### src/rtl/lfb_pkg.sv
`timescale 1ns/1ps
package lfb_pkg;
    localparam int PAY_W   = 112;
    localparam int WORD_W  = 16;
    localparam int HDR_W   = 8;
    localparam int CRC_W   = 8;
    localparam int ID_W    = 12;
    localparam int NIB_W   = 4;
    localparam int SCR_W   = 7;
    localparam int TAP_A   = 5;   // history bit holding s(-6)
    localparam int TAP_B   = 6;   // history bit holding s(-7)
    localparam int CIDX_W  = 2;
    localparam int FRAME_W = HDR_W + PAY_W + CRC_W;
    localparam int N_WORDS = FRAME_W / WORD_W;
    localparam int IDX_W   = $clog2(N_WORDS);
    localparam int N_NIB   = ID_W / NIB_W;
    localparam logic [CRC_W-1:0] CRC_POLY = 8'h07;
    localparam logic [1:0]       SYNC_PAT = 2'b10;

    typedef struct packed {
        logic [1:0]        sync;
        logic [CIDX_W-1:0] cidx;
        logic [NIB_W-1:0]  nib;
    } hdr_t;

    typedef struct packed {
        hdr_t             hdr;
        logic [PAY_W-1:0] pay;
    } raw_t;

    typedef struct packed {
        hdr_t             hdr;
        logic [PAY_W-1:0] scr;
        logic [CRC_W-1:0] crc;
    } frame_t;

    typedef struct packed {
        logic [SCR_W-1:0] st;
        logic [PAY_W-1:0] dat;
    } scr_res_t;

    function automatic logic [CRC_W-1:0] crc_calc(input logic [PAY_W-1:0] d);
        logic [CRC_W-1:0] c;
        logic             fb;
        c = '0;
        for (int i = PAY_W - 1; i >= 0; i--) begin
            fb = c[CRC_W-1] ^ d[i];
            c  = {c[CRC_W-2:0], 1'b0};
            if (fb) c = c ^ CRC_POLY;
        end
        return c;
    endfunction

    function automatic scr_res_t scr_calc(input logic [SCR_W-1:0] st_in,
                                          input logic [PAY_W-1:0] d);
        scr_res_t         r;
        logic [SCR_W-1:0] h;
        logic             b;
        h     = st_in;
        r.dat = '0;
        for (int i = PAY_W - 1; i >= 0; i--) begin
            b        = d[i] ^ h[TAP_A] ^ h[TAP_B];
            r.dat[i] = b;
            h        = {h[SCR_W-2:0], b};
        end
        r.st = h;
        return r;
    endfunction
endpackage

### src/rtl/lfb_id_track.sv
`timescale 1ns/1ps
module lfb_id_track
    import lfb_pkg::*;
(
    input  logic clk,
    input  logic rst,
    input  logic clr,
    input  logic acc,
    output hdr_t hdr
);
    logic [ID_W-1:0]   id_q;
    logic [ID_W-1:0]   id_use;
    logic [CIDX_W-1:0] c_q;
    logic [CIDX_W-1:0] c_use;
    logic [NIB_W-1:0]  nib_sel [N_NIB];

    assign id_use = clr ? '0 : id_q;
    assign c_use  = clr ? '0 : c_q;

    generate
        for (genvar g = 0; g < N_NIB; g++) begin : g_nib
            assign nib_sel[g] = id_use[g*NIB_W +: NIB_W];
        end
    endgenerate

    always_comb begin
        hdr.sync = SYNC_PAT;
        hdr.cidx = c_use;
        hdr.nib  = '0;
        for (int g = 0; g < N_NIB; g++) begin
            if (c_use == CIDX_W'(g)) hdr.nib = nib_sel[g];
        end
    end

    always_ff @(posedge clk) begin
        if (rst) begin
            id_q <= '0;
            c_q  <= '0;
        end else if (acc) begin
            id_q <= id_use + 1'b1;
            c_q  <= (c_use == CIDX_W'(N_NIB - 1)) ? '0 : c_use + 1'b1;
        end else if (clr) begin
            id_q <= '0;
            c_q  <= '0;
        end
    end
endmodule

### src/rtl/lfb_scr_crc.sv
`timescale 1ns/1ps
module lfb_scr_crc
    import lfb_pkg::*;
(
    input  logic   clk,
    input  logic   rst,
    input  logic   in_vld,
    input  raw_t   in_raw,
    output logic   out_vld,
    output frame_t out_frm
);
    logic [SCR_W-1:0] st_q;
    scr_res_t         res;

    assign res = scr_calc(st_q, in_raw.pay);

    always_ff @(posedge clk) begin
        if (rst) begin
            st_q    <= '0;
            out_vld <= 1'b0;
            out_frm <= '0;
        end else begin
            out_vld <= in_vld;
            if (in_vld) begin
                st_q        <= res.st;
                out_frm.hdr <= in_raw.hdr;
                out_frm.scr <= res.dat;
                out_frm.crc <= crc_calc(in_raw.pay);
            end
        end
    end
endmodule

### src/rtl/lfb_word_out.sv
`timescale 1ns/1ps
module lfb_word_out
    import lfb_pkg::*;
(
    input  logic              clk,
    input  logic              rst,
    input  logic              ld,
    input  frame_t            frm,
    output logic              out_valid,
    output logic [IDX_W-1:0]  out_idx,
    output logic [WORD_W-1:0] out_word
);
    logic [FRAME_W-1:0] sh_q;
    logic [IDX_W-1:0]   idx_q;
    logic               vld_q;

    always_ff @(posedge clk) begin
        if (rst) begin
            sh_q  <= '0;
            idx_q <= '0;
            vld_q <= 1'b0;
        end else if (ld) begin
            sh_q  <= frm;
            idx_q <= '0;
            vld_q <= 1'b1;
        end else if (vld_q) begin
            if (idx_q == IDX_W'(N_WORDS - 1)) begin
                sh_q  <= '0;
                idx_q <= '0;
                vld_q <= 1'b0;
            end else begin
                sh_q  <= sh_q << WORD_W;
                idx_q <= idx_q + 1'b1;
            end
        end
    end

    assign out_valid = vld_q;
    assign out_idx   = idx_q;
    assign out_word  = sh_q[FRAME_W-1 -: WORD_W];
endmodule

### src/rtl/lfb_frame_builder.sv
`timescale 1ns/1ps
module lfb_frame_builder
    import lfb_pkg::*;
(
    input  logic              clk,
    input  logic              rst,
    input  logic              bcid_clr,
    input  logic              pay_valid,
    input  logic [PAY_W-1:0]  pay_data,
    output logic              out_valid,
    output logic [IDX_W-1:0]  out_idx,
    output logic [WORD_W-1:0] out_word
);
    logic [IDX_W-1:0] gap_q;
    logic             acc;
    hdr_t             hdr;
    raw_t             a_q;
    logic             a_vld;
    logic             b_vld;
    frame_t           b_frm;

    assign acc = pay_valid && (gap_q == '0) && !rst;

    always_ff @(posedge clk) begin
        if (rst) begin
            gap_q <= '0;
            a_vld <= 1'b0;
            a_q   <= '0;
        end else begin
            if (acc)               gap_q <= IDX_W'(N_WORDS - 1);
            else if (gap_q != '0)  gap_q <= gap_q - 1'b1;
            a_vld <= acc;
            if (acc) begin
                a_q.hdr <= hdr;
                a_q.pay <= pay_data;
            end
        end
    end

    lfb_id_track u_id (
        .clk (clk),
        .rst (rst),
        .clr (bcid_clr),
        .acc (acc),
        .hdr (hdr)
    );

    lfb_scr_crc u_sc (
        .clk     (clk),
        .rst     (rst),
        .in_vld  (a_vld),
        .in_raw  (a_q),
        .out_vld (b_vld),
        .out_frm (b_frm)
    );

    lfb_word_out u_wo (
        .clk       (clk),
        .rst       (rst),
        .ld        (b_vld),
        .frm       (b_frm),
        .out_valid (out_valid),
        .out_idx   (out_idx),
        .out_word  (out_word)
    );
endmodule

### config.mk
export PLATFORM = sky130hd
export DESIGN_NAME = lfb_frame_builder
export DESIGN_NICKNAME = d
export VERILOG_FILES = /design/src/rtl/lfb_pkg.sv /design/src/rtl/lfb_id_track.sv /design/src/rtl/lfb_scr_crc.sv /design/src/rtl/lfb_word_out.sv /design/src/rtl/lfb_frame_builder.sv
export SDC_FILE = /design/constraint.sdc
export NUM_CORES = 1
export LEC_CHECK = 0
export BUFFER_PORTS_ARGS = -buffer_cell sky130_fd_sc_hd__buf_2
export CAP_MARGIN = 20
export CORE_ASPECT_RATIO = 0.8
export CORE_UTILIZATION = 40
export CTS_CLUSTER_DIAMETER = 120
export CTS_CLUSTER_SIZE = 12
export DETAILED_ROUTE_END_ITERATION = 16
export REMOVE_ABC_BUFFERS = 1
export SLEW_MARGIN = 5
export SYNTH_ARGS = -nofsm -noshare
export SYNTH_HDL_FRONTEND = slang
export SYNTH_HIERARCHICAL = 1
export SYNTH_SLANG_ARGS = --single-unit
export TNS_END_PERCENT = 50
### constraint.sdc
create_clock -name clk -period 14.1 [get_ports clk]
set_clock_uncertainty 0.05 [all_clocks]
set_input_delay 0.705 -clock clk [delete_from_list [all_inputs] [get_ports clk]]
set_output_delay 0.705 -clock clk [all_outputs]
set_load 0.01 [all_outputs]
==> results summary <==
The logic depth of the worst register-to-register path came out at 16. The clock latency of the later-clocked register in the worst-skew pair is 0.58 ns. The reported max-cap violation count came out at 0.

The post-route setup TNS came out at 0 ns. The die is 284 um wide. The startpoint class of the critical path is a flop. The violation count after the first detailed-route iteration is 1297. The area of the die came out at 64600 um2. The number of buffers on the longest clock path came out at 3. The endpoint identified for the worst register-to-register timing path is u_sc/out_frm[9]$_SDFFE_PP0P_. The number of unique standard cell types used by synthesis came out at 55.

The critical-path maximum fanout came out at 8. The total global-route track usage came out at 0.203. The critical path ends at u_sc/out_frm[9]$_SDFFE_PP0P_. The final routed DRC violation total is 0. The number of buffers inserted by hold repair at cts came out at 0. The number of standard-cell rows in the floorplan came out at 82. The pin count of the biggest net entering global routing came out at 133. The number of clock buffers added by TritonCTS is 39. The number of global-route vias before repair was 17.0k. The post-synthesis instance area is 25400 um2.

The layout net count is 2561. The flow ran to the end, and the final reports show no timing, DRC or antenna violations. The post-placement worst setup slack is 7.02 ns. For this run, global-route usage on met2 was measured as 0.327. After clock tree synthesis, the repair step resized 0 gates. The Yosys step of the flow raised 6 warnings. The post-detailed-route wirelength per cell is 20.0 um. The final worst-path cycle share is 0.511. The start point of the critical path is a_q[110]$_SDFFE_PP0P_.

In this run the worst hold path is classified as in -> reg. The sum of net half-perimeters after detailed placement is 46.2 mm. Setup repair after global routing left no endpoint under its margin. The setup-violating endpoint count in the final report came out at 0. The worst setup path is of the reg -> reg kind. The remaining max-slew budget at the tightest pin is 0.299.

The cell count after synthesis came out at 2448. The number of top-level pins came out at 136. The overall via count from detail_route came out at 16.7k. The first global-routing pass estimated 101 mm of wire. The count of buffers from port buffering is 135. The routing usage on met3 is 0.0279. The first detailed-routing pass took 6 iterations. The chip height is 228 um.

The placer congestion estimate is 0.870. The arrival time of the worst setup path came out at 7.66 ns. The most used flip-flop cell after synthesis is dfxtp_1. The minimum setup slack among reg-to-reg paths is 6.89 ns.

The clock transition at the register clock pins on the worst setup and hold paths after CTS is 0.07 ns. At the pin with the least slew margin, the transition time is 1.05 ns. The reg-to-reg startpoint is a_q[110]$_SDFFE_PP0P_.

Synthesis inferred 399 register bits. The count of fill cells added during filler insertion came out at 6020. The count of inserted antenna diode cells came out at 0. Each instance of the synthesized netlist takes up on average 10.4 um2. The routing layer with the top usage in global route is met2. The initial antenna violation count is 2. The maximum achievable frequency came out at 0.139 GHz. From synthesis to final layout, the design area changed by 7.36%. Global routing finished with a remaining overflow of 0.

The sequential share of the synthesized area is 0.314. Once the clock tree was built, the setup fixing pass inserted 0 buffers. STA puts the critical path data required time at 14.55 ns. The number of hold violations in the final report came out at 0. The count of flip-flops with a built-in enable after synthesis is 0.

The capturing element type of the critical path is a flop. The TritonCTS clock tree is built. The remaining antenna violation count came out at 0. The core region area came out at 62800 um2.

The routed via count divided by cell count is 5.10. For this configuration, the core starts out at a cell density of 0.405. The tree is rooted in a clkbuf_16. The number of sinks handled by clock tree synthesis is 399.

The depth of the CTS H-tree is 2. The routed wire length is 65.6 mm. The met1 usage in global routing came out at 0.285. In the final layout, the share of cells above drive strength 1 is 0.105. The post-synthesis async set-or-reset flop share is 0.

The minimum setup slack in the final design is 6.89 ns. The total count of max-transition violations in the final report is 0. The time the worst path needs with I/O delays and setup is 7.21 ns.
worst min path at each step:
stage | startpoint | end | cells after the start
floorplan | gap_q[0]$_SDFFE_PP0P_ | gap_q[0]$_SDFFE_PP0P_ | 1
global placement | u_sc/out_frm[103]$_SDFFE_PP0P_ | u_sc/out_frm[103]$_SDFFE_PP0P_ | 2
detailed placement | u_sc/out_frm[103]$_SDFFE_PP0P_ | u_sc/out_frm[103]$_SDFFE_PP0P_ | 2
CTS | pay_data[44] | a_q[44]$_SDFFE_PP0P_ | 3
global route | pay_data[25] | a_q[25]$_SDFFE_PP0P_ | 3
finish | pay_data[44] | a_q[44]$_SDFFE_PP0P_ | 3
cell type report:
type	instances	area, um2	share of cell area
multi-input cells	1841	16400	0.601
flip-flops and latches	399	8000	0.293
well taps	840	1050	0.0385
clock buffers	42	987	0.0361
repair buffers	149	791	0.0289
inverters	10	38.8	0.00142
clock inverters	4	37.5	0.00137
state kept, by name, indices dropped and copies added, names as in the netlist:
signal / cells
u_wo/sh_q: 128
u_id/id_q: 12
u_sc/out_frm: 128
u_wo/out_idx: 3
gap_q: 3
a_q: 120
u_sc/out_vld: 1
u_id/c_q: 2
a_vld: 1
u_wo/out_valid: 1
placed cells by master (no fill, tap or decap), types with 8 or more instances in the layout:
master / instances
xnor2_1: 282
nor2_1: 177
or3b_1: 17
nand2_1: 29
xnor3_2: 16
nor2b_1: 121
nand2b_1: 358
dfxtp_1: 396
a21oi_1: 58
inv_1: 8
buf_4: 14
xnor2_2: 17
xor3_1: 29
nand3b_1: 114
a311oi_1: 106
xnor3_1: 123
clkbuf_16: 39
xor2_1: 116
buf_2: 134
mux2i_1: 211
Yosys cell counts, types with 29 or more instances:
cell	n	share of area
xnor2_1	282	0.097
buf_2	32	0.0063
xor2_1	116	0.040
nand2_1	29	0.0043
nor2b_1	121	0.030
dfxtp_1	399	0.31
xor3_1	29	0.027
xnor3_1	123	0.11
nand2b_1	358	0.088
a21oi_1	58	0.011
a311oi_1	106	0.036
clkbuf_1	112	0.017
mux2i_1	211	0.083
nand3b_1	114	0.034
nor2_1	177	0.026
layer usage:
metal,wire length (um),vias up
li1,-,8164
met1,31800,8194
met2,29700,320
met3,2600,67
met4,1420,0
met5,0,-
per-stage QoR:
stage,instances,utilization,hold WS (ns),area (um2)
floorplan,2250,-,0.382,24400
global placement,3239,0.419,0.401,26300
detailed placement,3239,0.419,0.404,26300
CTS,3285,0.435,0.304,27300
global route,3285,0.435,0.332,27300
finish,3285,0.435,0.335,27300
cell families after synthesis:
group / after synthesis / synth area share
simple gates: 843 / 0.196
compound gates: 186 / 0.0559
mux: 214 / 0.0845
buf+inv: 208 / 0.0413
fa+ha+maj: 5 / 0.00246
flops: 399 / 0.314
other cells: 2 / 0.000295
xor+xnor: 591 / 0.305
worst max-delay path, stage by stage, from the launching register on:
cell     delay (ns)
dfxtp_1        0.61
xnor3_1        0.54
xnor3_1        0.68
xnor3_1        0.38
xnor3_2        0.46
xor2_1         0.47
xnor3_1        0.53
xor3_1         0.44
xnor2_2        0.39
xnor2_1        0.27
xnor2_1        0.69
xor2_1         0.17
xnor2_1        0.35
xnor2_1        0.14
xnor2_1        0.65
mux2i_1        0.17
nor2_1         0.12
Power is left out: the tool's default activity adds up to more than one toggle a clock period on the data nets, which glitch-free logic cannot reach.
